**src/rtl/qnarrow_pkg.sv**
```systemverilog
package qnarrow_pkg;

    localparam int LANES_MAX  = 8;
    localparam int SRC_LANE_W = 64;
    localparam int DST_LANE_W = 32;
    localparam int VLEN_W     = 2;
    localparam int OPC_W      = 8;
    localparam int RSVD_W     = 4;

    localparam logic [OPC_W-1:0]  OPC_TRUNC = 8'h35;
    localparam logic [OPC_W-1:0]  OPC_SSAT  = 8'h25;
    localparam logic [OPC_W-1:0]  OPC_USAT  = 8'h15;
    localparam logic [RSVD_W-1:0] RSVD_OK   = 4'b1111;

    typedef enum logic [1:0] {
        NARROW_TRUNC = 2'd0,
        NARROW_SSAT  = 2'd1,
        NARROW_USAT  = 2'd2
    } narrow_mode_e;

    typedef struct packed {
        logic         illegal;
        narrow_mode_e mode;
        logic         mem_form;
        logic         zero_fill;
    } op_ctrl_t;

    function automatic logic opc_known(input logic [OPC_W-1:0] opc);
        return (opc == OPC_TRUNC) || (opc == OPC_SSAT) || (opc == OPC_USAT);
    endfunction

    function automatic narrow_mode_e opc_mode(input logic [OPC_W-1:0] opc);
        case (opc)
            OPC_SSAT: return NARROW_SSAT;
            OPC_USAT: return NARROW_USAT;
            default:  return NARROW_TRUNC;
        endcase
    endfunction

endpackage

```
**src/rtl/qnarrow_decode.sv**
```systemverilog
module qnarrow_decode
    import qnarrow_pkg::*;
#(
    parameter int LANES   = LANES_MAX,
    parameter int VLW     = VLEN_W
) (
    input  logic [OPC_W-1:0]  opcode,
    input  logic [RSVD_W-1:0] rsvd,
    input  logic [VLW-1:0]    vlen,
    input  logic              mask_en,
    input  logic [LANES-1:0]  mask,
    input  logic              zeroing,
    input  logic              mem_form,
    output op_ctrl_t          ctrl,
    output logic [LANES-1:0]  lane_act,
    output logic [LANES-1:0]  lane_wr
);

    localparam int MAX_CODE = $clog2(LANES) - 1;

    logic vlen_ok;
    int   act_cnt;

    always_comb begin
        vlen_ok        = (int'(vlen) <= MAX_CODE);
        act_cnt        = 2 << int'(vlen);
        ctrl.illegal   = !vlen_ok || (rsvd != RSVD_OK) || !opc_known(opcode);
        ctrl.mode      = opc_mode(opcode);
        ctrl.mem_form  = mem_form;
        ctrl.zero_fill = zeroing && !mem_form;
    end

    for (genvar j = 0; j < LANES; j++) begin : g_act
        assign lane_act[j] = vlen_ok && (j < act_cnt);
        assign lane_wr[j]  = lane_act[j] && !ctrl.illegal && (mask[j] || !mask_en);
    end

endmodule

```
**src/rtl/qnarrow_lane.sv**
```systemverilog
module qnarrow_lane
    import qnarrow_pkg::*;
#(
    parameter int SRC_W = SRC_LANE_W,
    parameter int DST_W = DST_LANE_W
) (
    input  narrow_mode_e     mode,
    input  logic [SRC_W-1:0] src,
    output logic [DST_W-1:0] dst
);

    localparam int HI_W = SRC_W - DST_W;

    logic hi_zero;
    logic fits_signed;

    always_comb begin
        hi_zero     = (src[SRC_W-1:DST_W] == '0);
        fits_signed = (src[SRC_W-1:DST_W-1] == '0) || (src[SRC_W-1:DST_W-1] == '1);
        case (mode)
            NARROW_SSAT: begin
                if (fits_signed)
                    dst = src[DST_W-1:0];
                else if (src[SRC_W-1])
                    dst = {1'b1, {(DST_W-1){1'b0}}};
                else
                    dst = {1'b0, {(DST_W-1){1'b1}}};
            end
            NARROW_USAT: dst = hi_zero ? src[DST_W-1:0] : '1;
            default:     dst = src[DST_W-1:0];
        endcase
    end

    always_comb begin
        AST_SSAT_SIGN: assert (mode != NARROW_SSAT || dst[DST_W-1] == src[SRC_W-1])
            else $error("signed result sign differs from source");
        AST_USAT_NO_WRAP: assert (mode != NARROW_USAT || {{HI_W{1'b0}}, dst} <= src)
            else $error("unsigned result exceeds source");
    end

endmodule

```
**src/rtl/qnarrow_merge.sv**
```systemverilog
module qnarrow_merge
    import qnarrow_pkg::*;
#(
    parameter int LANES = LANES_MAX,
    parameter int SRC_W = SRC_LANE_W,
    parameter int DST_W = DST_LANE_W
) (
    input  op_ctrl_t                       ctrl,
    input  logic [LANES-1:0]               lane_act,
    input  logic [LANES-1:0]               lane_wr,
    input  logic [LANES*DST_W-1:0]         conv,
    input  logic [LANES*SRC_W-1:0]         old,
    output logic [LANES*SRC_W-1:0]         data,
    output logic [LANES*(DST_W/8)-1:0]     byte_en
);

    localparam int VEC_W  = LANES * SRC_W;
    localparam int SPAN_W = LANES * DST_W;
    localparam int BPL    = DST_W / 8;

    for (genvar j = 0; j < LANES; j++) begin : g_sel
        logic [DST_W-1:0] old_lane;
        logic [DST_W-1:0] lane_val;
        assign old_lane = old[j*DST_W +: DST_W];
        always_comb begin
            if (ctrl.illegal)
                lane_val = old_lane;
            else if (lane_wr[j])
                lane_val = conv[j*DST_W +: DST_W];
            else if (lane_act[j])
                lane_val = ctrl.zero_fill ? '0 : old_lane;
            else
                lane_val = ctrl.mem_form ? old_lane : '0;
        end
        assign data[j*DST_W +: DST_W] = lane_val;
        assign byte_en[j*BPL +: BPL]  = {BPL{ctrl.mem_form && lane_wr[j]}};
    end

    if (VEC_W > SPAN_W) begin : g_upper
        assign data[VEC_W-1:SPAN_W] = (ctrl.illegal || ctrl.mem_form) ? old[VEC_W-1:SPAN_W] : '0;
    end

endmodule

```
**src/rtl/qnarrow_unit.sv**
```systemverilog
module qnarrow_unit
    import qnarrow_pkg::*;
#(
    parameter int MAX_LANES = LANES_MAX,
    parameter int SRC_W     = SRC_LANE_W,
    parameter int DST_W     = DST_LANE_W,
    parameter int VLW       = VLEN_W
) (
    input  logic                            clk,
    input  logic                            rst,
    input  logic                            in_valid,
    input  logic [OPC_W-1:0]                in_opcode,
    input  logic [RSVD_W-1:0]               in_rsvd,
    input  logic [VLW-1:0]                  in_vlen,
    input  logic                            in_mask_en,
    input  logic [MAX_LANES-1:0]            in_mask,
    input  logic                            in_zeroing,
    input  logic                            in_mem_form,
    input  logic [MAX_LANES*SRC_W-1:0]      in_src,
    input  logic [MAX_LANES*SRC_W-1:0]      in_old,
    output logic                            out_valid,
    output logic                            out_illegal,
    output logic [MAX_LANES*SRC_W-1:0]      out_data,
    output logic [MAX_LANES*(DST_W/8)-1:0]  out_byte_en
);

    localparam int VEC_W  = MAX_LANES * SRC_W;
    localparam int SPAN_W = MAX_LANES * DST_W;
    localparam int BE_W   = MAX_LANES * (DST_W / 8);

    op_ctrl_t                 ctrl;
    logic [MAX_LANES-1:0]     lane_act;
    logic [MAX_LANES-1:0]     lane_wr;
    logic [SPAN_W-1:0]        conv;
    logic [VEC_W-1:0]         nxt_data;
    logic [BE_W-1:0]          nxt_be;

    qnarrow_decode #(.LANES(MAX_LANES), .VLW(VLW)) u_decode (
        .opcode   (in_opcode),
        .rsvd     (in_rsvd),
        .vlen     (in_vlen),
        .mask_en  (in_mask_en),
        .mask     (in_mask),
        .zeroing  (in_zeroing),
        .mem_form (in_mem_form),
        .ctrl     (ctrl),
        .lane_act (lane_act),
        .lane_wr  (lane_wr)
    );

    for (genvar j = 0; j < MAX_LANES; j++) begin : g_lane
        qnarrow_lane #(.SRC_W(SRC_W), .DST_W(DST_W)) u_lane (
            .mode (ctrl.mode),
            .src  (in_src[j*SRC_W +: SRC_W]),
            .dst  (conv[j*DST_W +: DST_W])
        );
    end

    qnarrow_merge #(.LANES(MAX_LANES), .SRC_W(SRC_W), .DST_W(DST_W)) u_merge (
        .ctrl     (ctrl),
        .lane_act (lane_act),
        .lane_wr  (lane_wr),
        .conv     (conv),
        .old      (in_old),
        .data     (nxt_data),
        .byte_en  (nxt_be)
    );

    always_ff @(posedge clk) begin
        if (rst) begin
            out_valid   <= 1'b0;
            out_illegal <= 1'b0;
            out_data    <= '0;
            out_byte_en <= '0;
        end else begin
            out_valid <= in_valid;
            if (in_valid) begin
                out_illegal <= ctrl.illegal;
                out_data    <= nxt_data;
                out_byte_en <= nxt_be;
            end
        end
    end

    AST_VALID_FOLLOWS: assert property (@(posedge clk) disable iff (rst)
        in_valid |=> out_valid);
    AST_NO_SPURIOUS_VALID: assert property (@(posedge clk) disable iff (rst)
        !in_valid |=> !out_valid);
    AST_BAD_RSVD_NO_WRITE: assert property (@(posedge clk) disable iff (rst)
        in_valid && (in_rsvd != RSVD_OK) |=> out_illegal && (out_byte_en == '0) && (out_data == $past(in_old)));
    AST_MEM_UPPER_KEPT: assert property (@(posedge clk) disable iff (rst)
        in_valid && in_mem_form |=> out_data[VEC_W-1:SPAN_W] == $past(in_old[VEC_W-1:SPAN_W]));
    AST_REG_UPPER_CLEAR: assert property (@(posedge clk) disable iff (rst)
        in_valid && !in_mem_form && (in_rsvd == RSVD_OK) && (in_opcode == OPC_TRUNC) && (in_vlen != '1)
        |=> out_data[VEC_W-1:SPAN_W] == '0);
    AST_REG_NO_BYTE_EN: assert property (@(posedge clk) disable iff (rst)
        in_valid && !in_mem_form |=> out_byte_en == '0);

endmodule

```
**config.mk**
```make
export PLATFORM = sky130hd
export DESIGN_NAME = qnarrow_unit
export DESIGN_NICKNAME = d
export VERILOG_FILES = /design/src/rtl/qnarrow_pkg.sv /design/src/rtl/qnarrow_decode.sv /design/src/rtl/qnarrow_lane.sv /design/src/rtl/qnarrow_merge.sv /design/src/rtl/qnarrow_unit.sv
export SDC_FILE = /design/constraint.sdc
export NUM_CORES = 2
export LEC_CHECK = 0
export BUFFER_PORTS_ARGS = -buffer_cell sky130_fd_sc_hd__buf_2
export CAP_MARGIN = 20
export CORE_AREA = 2 2 623 625
export DETAILED_ROUTE_END_ITERATION = 12
export DIE_AREA = 0 0 625 627
export GPL_TIMING_DRIVEN = 0
export PLACE_DENSITY = 0.3
export REMOVE_ABC_BUFFERS = 1
export SLEW_MARGIN = 10
export SYNTH_ARGS = -nofsm -noshare
export SYNTH_HDL_FRONTEND = slang
export SYNTH_HIERARCHICAL = 1
export SYNTH_SLANG_ARGS = --single-unit
export TNS_END_PERCENT = 1
```
**constraint.sdc**
```tcl
create_clock -name clk -period 4.5 [get_ports clk]
set_input_delay 0.45 -clock clk [delete_from_list [all_inputs] [get_ports clk]]
set_output_delay 0.45 -clock clk [all_outputs]
set_load 0.02 [all_outputs]
```
### Yosys cells after proc, flatten, opt, wreduce, memory -nomap -nowiden

Cells that the tools add are included.

| operators by class | value |
|---|---|
| equal/unequal tests | 14 |
| shifts and indexed selects | 1 |
| mux-type cells | 74 |
| order comparisons | 9 |
| div/mod/pow operators | 0 |
| bitwise logic cells | 0 |
| multiply operators | 0 |
| add/subtract/negate cells | 0 |
| reduce and logical (&&, ||, !) cells | 75 |

Operators with widths:

| cell | number |
|---|---|
| 32-bit two-way mux | 64 |
| 32-bit case mux with 2 select lines | 8 |
| 33-bit equality test, second input constant | 8 |
| 33-bit logical NOT | 8 |
| 32-bit logical NOT | 8 |
| 256-bit two-way mux | 1 |
| 4-bit by 32-bit < comparator with 1-bit output, first input constant | 4 |
| 3-bit by 32-bit < comparator with 1-bit output, first input constant | 2 |
| 1-bit logical AND | 33 |
| 1-bit by 32-bit < comparator with 1-bit output, first input constant | 1 |
| 2-bit by 32-bit < comparator with 1-bit output, first input constant | 1 |
| 2-bit by 2-bit << shifter with 32-bit output, first input constant | 1 |
| 1-bit logical OR | 21 |
| 8-bit by 6-bit equality test with 1-bit output, second input constant | 2 |
| 8-bit by 5-bit equality test with 1-bit output, second input constant | 1 |
| 1-bit logical NOT | 5 |
| 4-bit inequality test, second input constant | 1 |
| 2-bit case mux with 2 select lines | 1 |
| 2-bit by 1-bit equality test with 1-bit output, second input constant | 1 |
| 2-bit equality test, second input constant | 1 |
| 2-bit <= comparator, second input constant | 1 |

| storage, ports and cells | value |
|---|---|
| register bits after elaboration | 543 |
| input port bits | 1,052 |
| memory bits (writable) | 0 |
| latch bits | 0 |
| memories kept | 0 |
| memory bits (read-only) | 0 |
| output and inout bits | 546 |
| logic and storage cells | 177 |

### Longest topological paths before layout

| logic depth | value |
|---|---|
| depth after elaboration | 10 |
| depth in mapped cells | 14 |
| mapped depth without buffers | 13 |

### Cells and area by module

The synthesis kept the hierarchy.

By module, submodules not included:

| module | area an instance (um^2) | times used | cells an instance |
|---|---|---|---|
| qnarrow_unit | 19,924.1 | 1 | 1,759 |
| qnarrow_merge | 5,027.3 | 1 | 664 |
| qnarrow_lane | 515.5 | 8 | 75 |
| qnarrow_decode | 252.7 | 1 | 38 |

### Least setup slack after synthesis

Ideal clock, no wire load.

| timing path | value |
|---|---|
| kind | input-to-reg |
| start point | in in_opcode[3] |
| end point | reg out_data[245] |
| required time | 4,383 ps |
| path buffers | 1 |
| path slack | 1,006 ps |
| stages | 12 |
| setup time | 117 ps |
| arrival time | 3,377 ps |
| path through | and4bb_2 > nand2_1 > nor3b_1 > inv_1 > ha_1 > nor2_1 > nand3b_2 > buf_6 > a21o_1 > a22o_4 > mux2i_1 > nor2_1 |

RTL lines:

| what | line | RTL |
|---|---|---|
| start, declared | qnarrow_unit.sv:12 | `input logic [OPC_W-1:0] in_opcode,` |
| end signal, assigned | qnarrow_unit.sv:79 | `out_data <= nxt_data;` |
| end, declared | qnarrow_unit.sv:23 | `output logic [MAX_LANES*SRC_W-1:0] out_data,` |

==> results.ini <==
[grt]
grt_pass1_vias = 32265
grt_usage_pct = 13.4
grt_max_degree = 108
met3_usage_pct = 4.59
grt_pass1_wl_um = 346000
top_usage_layer = met2
grtUsageMet2_pct = 24.4
antenna_found_initial = 125
grtUsageMet1_pct = 14.6
overflow = 0

[finish]
layout_commonest_cell = buf_2
multi_input_area_mm2 = 0.0158
final_nets = 5968
syn_to_final_growth_pct = 69.4
drive_gt1_share_pct = 37.9
final_util_pct = 12.9
regArea_mm2 = 0.0109
final_cell_mix = buf_2 (1,595), nor2_1 (600), dfxtp_1 (546)
fill_cells = 44281

[yosys]
syn_inst = 3061
ys_types = 40
ys_warn_count = 6
synthArstFlopShare_pct = 0
synth-seq-cells = 546
synth_top_cell_area_share_pct = 37.3
synth_area_leaders = dfxtp_1 (37%), mux2i_1 (19%), nor2_1 (7.7%), a22o_1 (7.6%), a21o_1 (6.1%)
synth_top_cell_by_area = dfxtp_1
yosysSeqAreaShare_pct = 37.3
synth_edf_count = 0
syn-cell-area_mm2 = 0.0293
avgSynthCellArea_um2 = 9.58
ys.flop_type = dfxtp_1

[setup_path]
critPathRequiredTime_ns = 5.19
cp_max_fo = 15
crit_type = in -> reg
critical_path_arrival_ns = 4.73
cp-end-kind = register
startpoint_type = input port

[drt]
ant_nets = 0
dr.pass1.iters = 4
wl_per_cell_um = 27.4
wl_um = 275000
vias = 31513
drt-initial-drc-count = 1384
routed_via_density = 3.13
drc_errors = 0

[clock_network]
clkLatencyLatePin_ns = 0.76
cts.clk_slew.worst_paths_ns = 0.06
cts.sinks = 546
cts_setup_buffers = 0
cts_max_level = 3
cts_buffers = 97
tritoncts = built
root_buffer = clkbuf_16
cts_buffer_depth = 4

[die]
fp.dieH_um = 627
die_area_mm2 = 0.392
die_w_um = 625
rows = 228
io_pins = 1598
coreArea_mm2 = 0.385
initial_utilization_pct = 7.62

[placed_design]
place_hpwl_um = 238000
gp_congestion = 0.927
io_buffers = 1597
dp_slack_ns = -0.454

[sta]
hold_viol = 0
setup_viol = 0
slew_violations = 0
period_share_pct = 89.7
rsz0062_at_grt = no
tightest_slew_ns = 1.23
layout_setup_ws_ns = 0.463
relSlewSlack_pct = 17.2
finClkSkew_ns = 0
max_freq_mhz = 248
fin_crit_ns = 4.04
whs_ns = 0.0873

[job]
cap_violations = 0

[power]
p_int_mw = 11.3
seq_power_share_pct = 32.0
clockPowerShare_pct = 49.3
p_switching_mw = 5.16
swShare_pct = 31.3
leakage_nw = 24.0
total_power_mw = 16.5
power_density_mw_per_mm2 = 332
pwr-share-comb_pct = 18.7
ir_drop_v = 0.000292

[outcome]
status = completed

[hold_path]
holdCritPathClass = in -> reg

## sequential cells by signal, indices dropped and copies added, names as in the netlist
register     count
out_byte_en     32
out_illegal      1
out_valid        1
out_data       512
## per-stage QoR
step	cells	setup TNS (ns)	instance area, um2
5_1_grt	10050	0	49600
6_report	10065	0	49700
4_1_cts	10034	0	49600
2_1_floorplan	2775	-52.82	26700
3_5_place_dp	9507	-24.16	42700
3_3_place_gp	9432	-6351.56	41000
## what timing repair did
action | 4_1_cts | 5_1_grt
hold buffers | 352 | 0
gates resized for setup | 0 | 1
setup endpoints to repair | 0 | 9
endpoints found under the hold margin | 334 | 0
## critical path, cell delays in order
cell,delay (ns)
buf_2,0.11
ha_1,0.36
and4b_1,0.45
nand4_4,0.62
a21oi_1,0.85
o31ai_4,0.17
buf_16,0.19
buf_16,0.16
buf_8,0.15
buf_8,0.15
a22o_1,0.18
dlygate4sd3_1,0.56
mux2i_1,0.13
nor2_1,0.05
## synth_stat cells, types with 9 or more instances
master,count
nor2_1,600
dfxtp_1,546
mux2i_1,545
a22o_1,255
a21o_1,240
nor2b_1,229
buf_2,101
nand4_1,81
nor4_1,80
buf_12,56
buf_6,50
and2b_1,39
clkbuf_1,37
inv_1,33
buf_4,32
ha_1,18
and2_1,16
nor3_1,10
nand2_1,9
## area by class of cell
cell class,count,area share [%]
clock inverters,54,1.43
diodes,31,0.156
multi-input cells,2195,31.8
repair buffers,2024,26.3
clock buffers,121,5.31
well taps,5060,12.7
flip-flops and latches,546,22.0
inverters,34,0.285
## power by group through the flow
| stage | Sequential (mW) | Clock, mW | Combinational [mW] |
|---|---|---|---|
| 4_1_cts | 5.28 | 8.67 | 3.21 |
| 2_1_floorplan | 5.68 | 0 | 0.717 |
| 3_5_place_dp | 5.38 | 0 | 2.90 |
| 5_1_grt | 5.31 | 8.73 | 3.33 |
| 3_3_place_gp | 5.39 | 0 | 3.37 |
| 6_report | 5.27 | 8.14 | 3.08 |
## kinds of logic after synthesis
logic type,share of synthesized area (%)
AO/OA/AOI/OAI,15.2
adder cells (fa/ha/maj),0.768
buffers and inverters,9.56
flip-flops,37.3
multiplexers,18.6
AND/OR/NAND/NOR,18.6
## layer usage
| metal | wire length [um] | vias up |
|---|---|---|
| met1 | 104000 | 15235 |
| met2 | 139000 | 1260 |
| li1 | - | 14575 |
| met3 | 22000 | 393 |
| met4 | 9580 | 50 |
| met5 | 309 | - |
## path summary, 6_finish.rpt
kind | start | to | slack, ns | cells after the start
worst max-delay path | in_vlen[0] | out_data[37] | 0.46 | 14
worst min-delay path | in_old[438] | out_data[438] | 0.09 | 4
worst max register to register | out_data[450] | out_data[450] | 3.12 | 3
worst min register to register | out_data[431] | out_data[431] | 0.49 | 2
No activity file was read; power rests on OpenSTA's default activity.
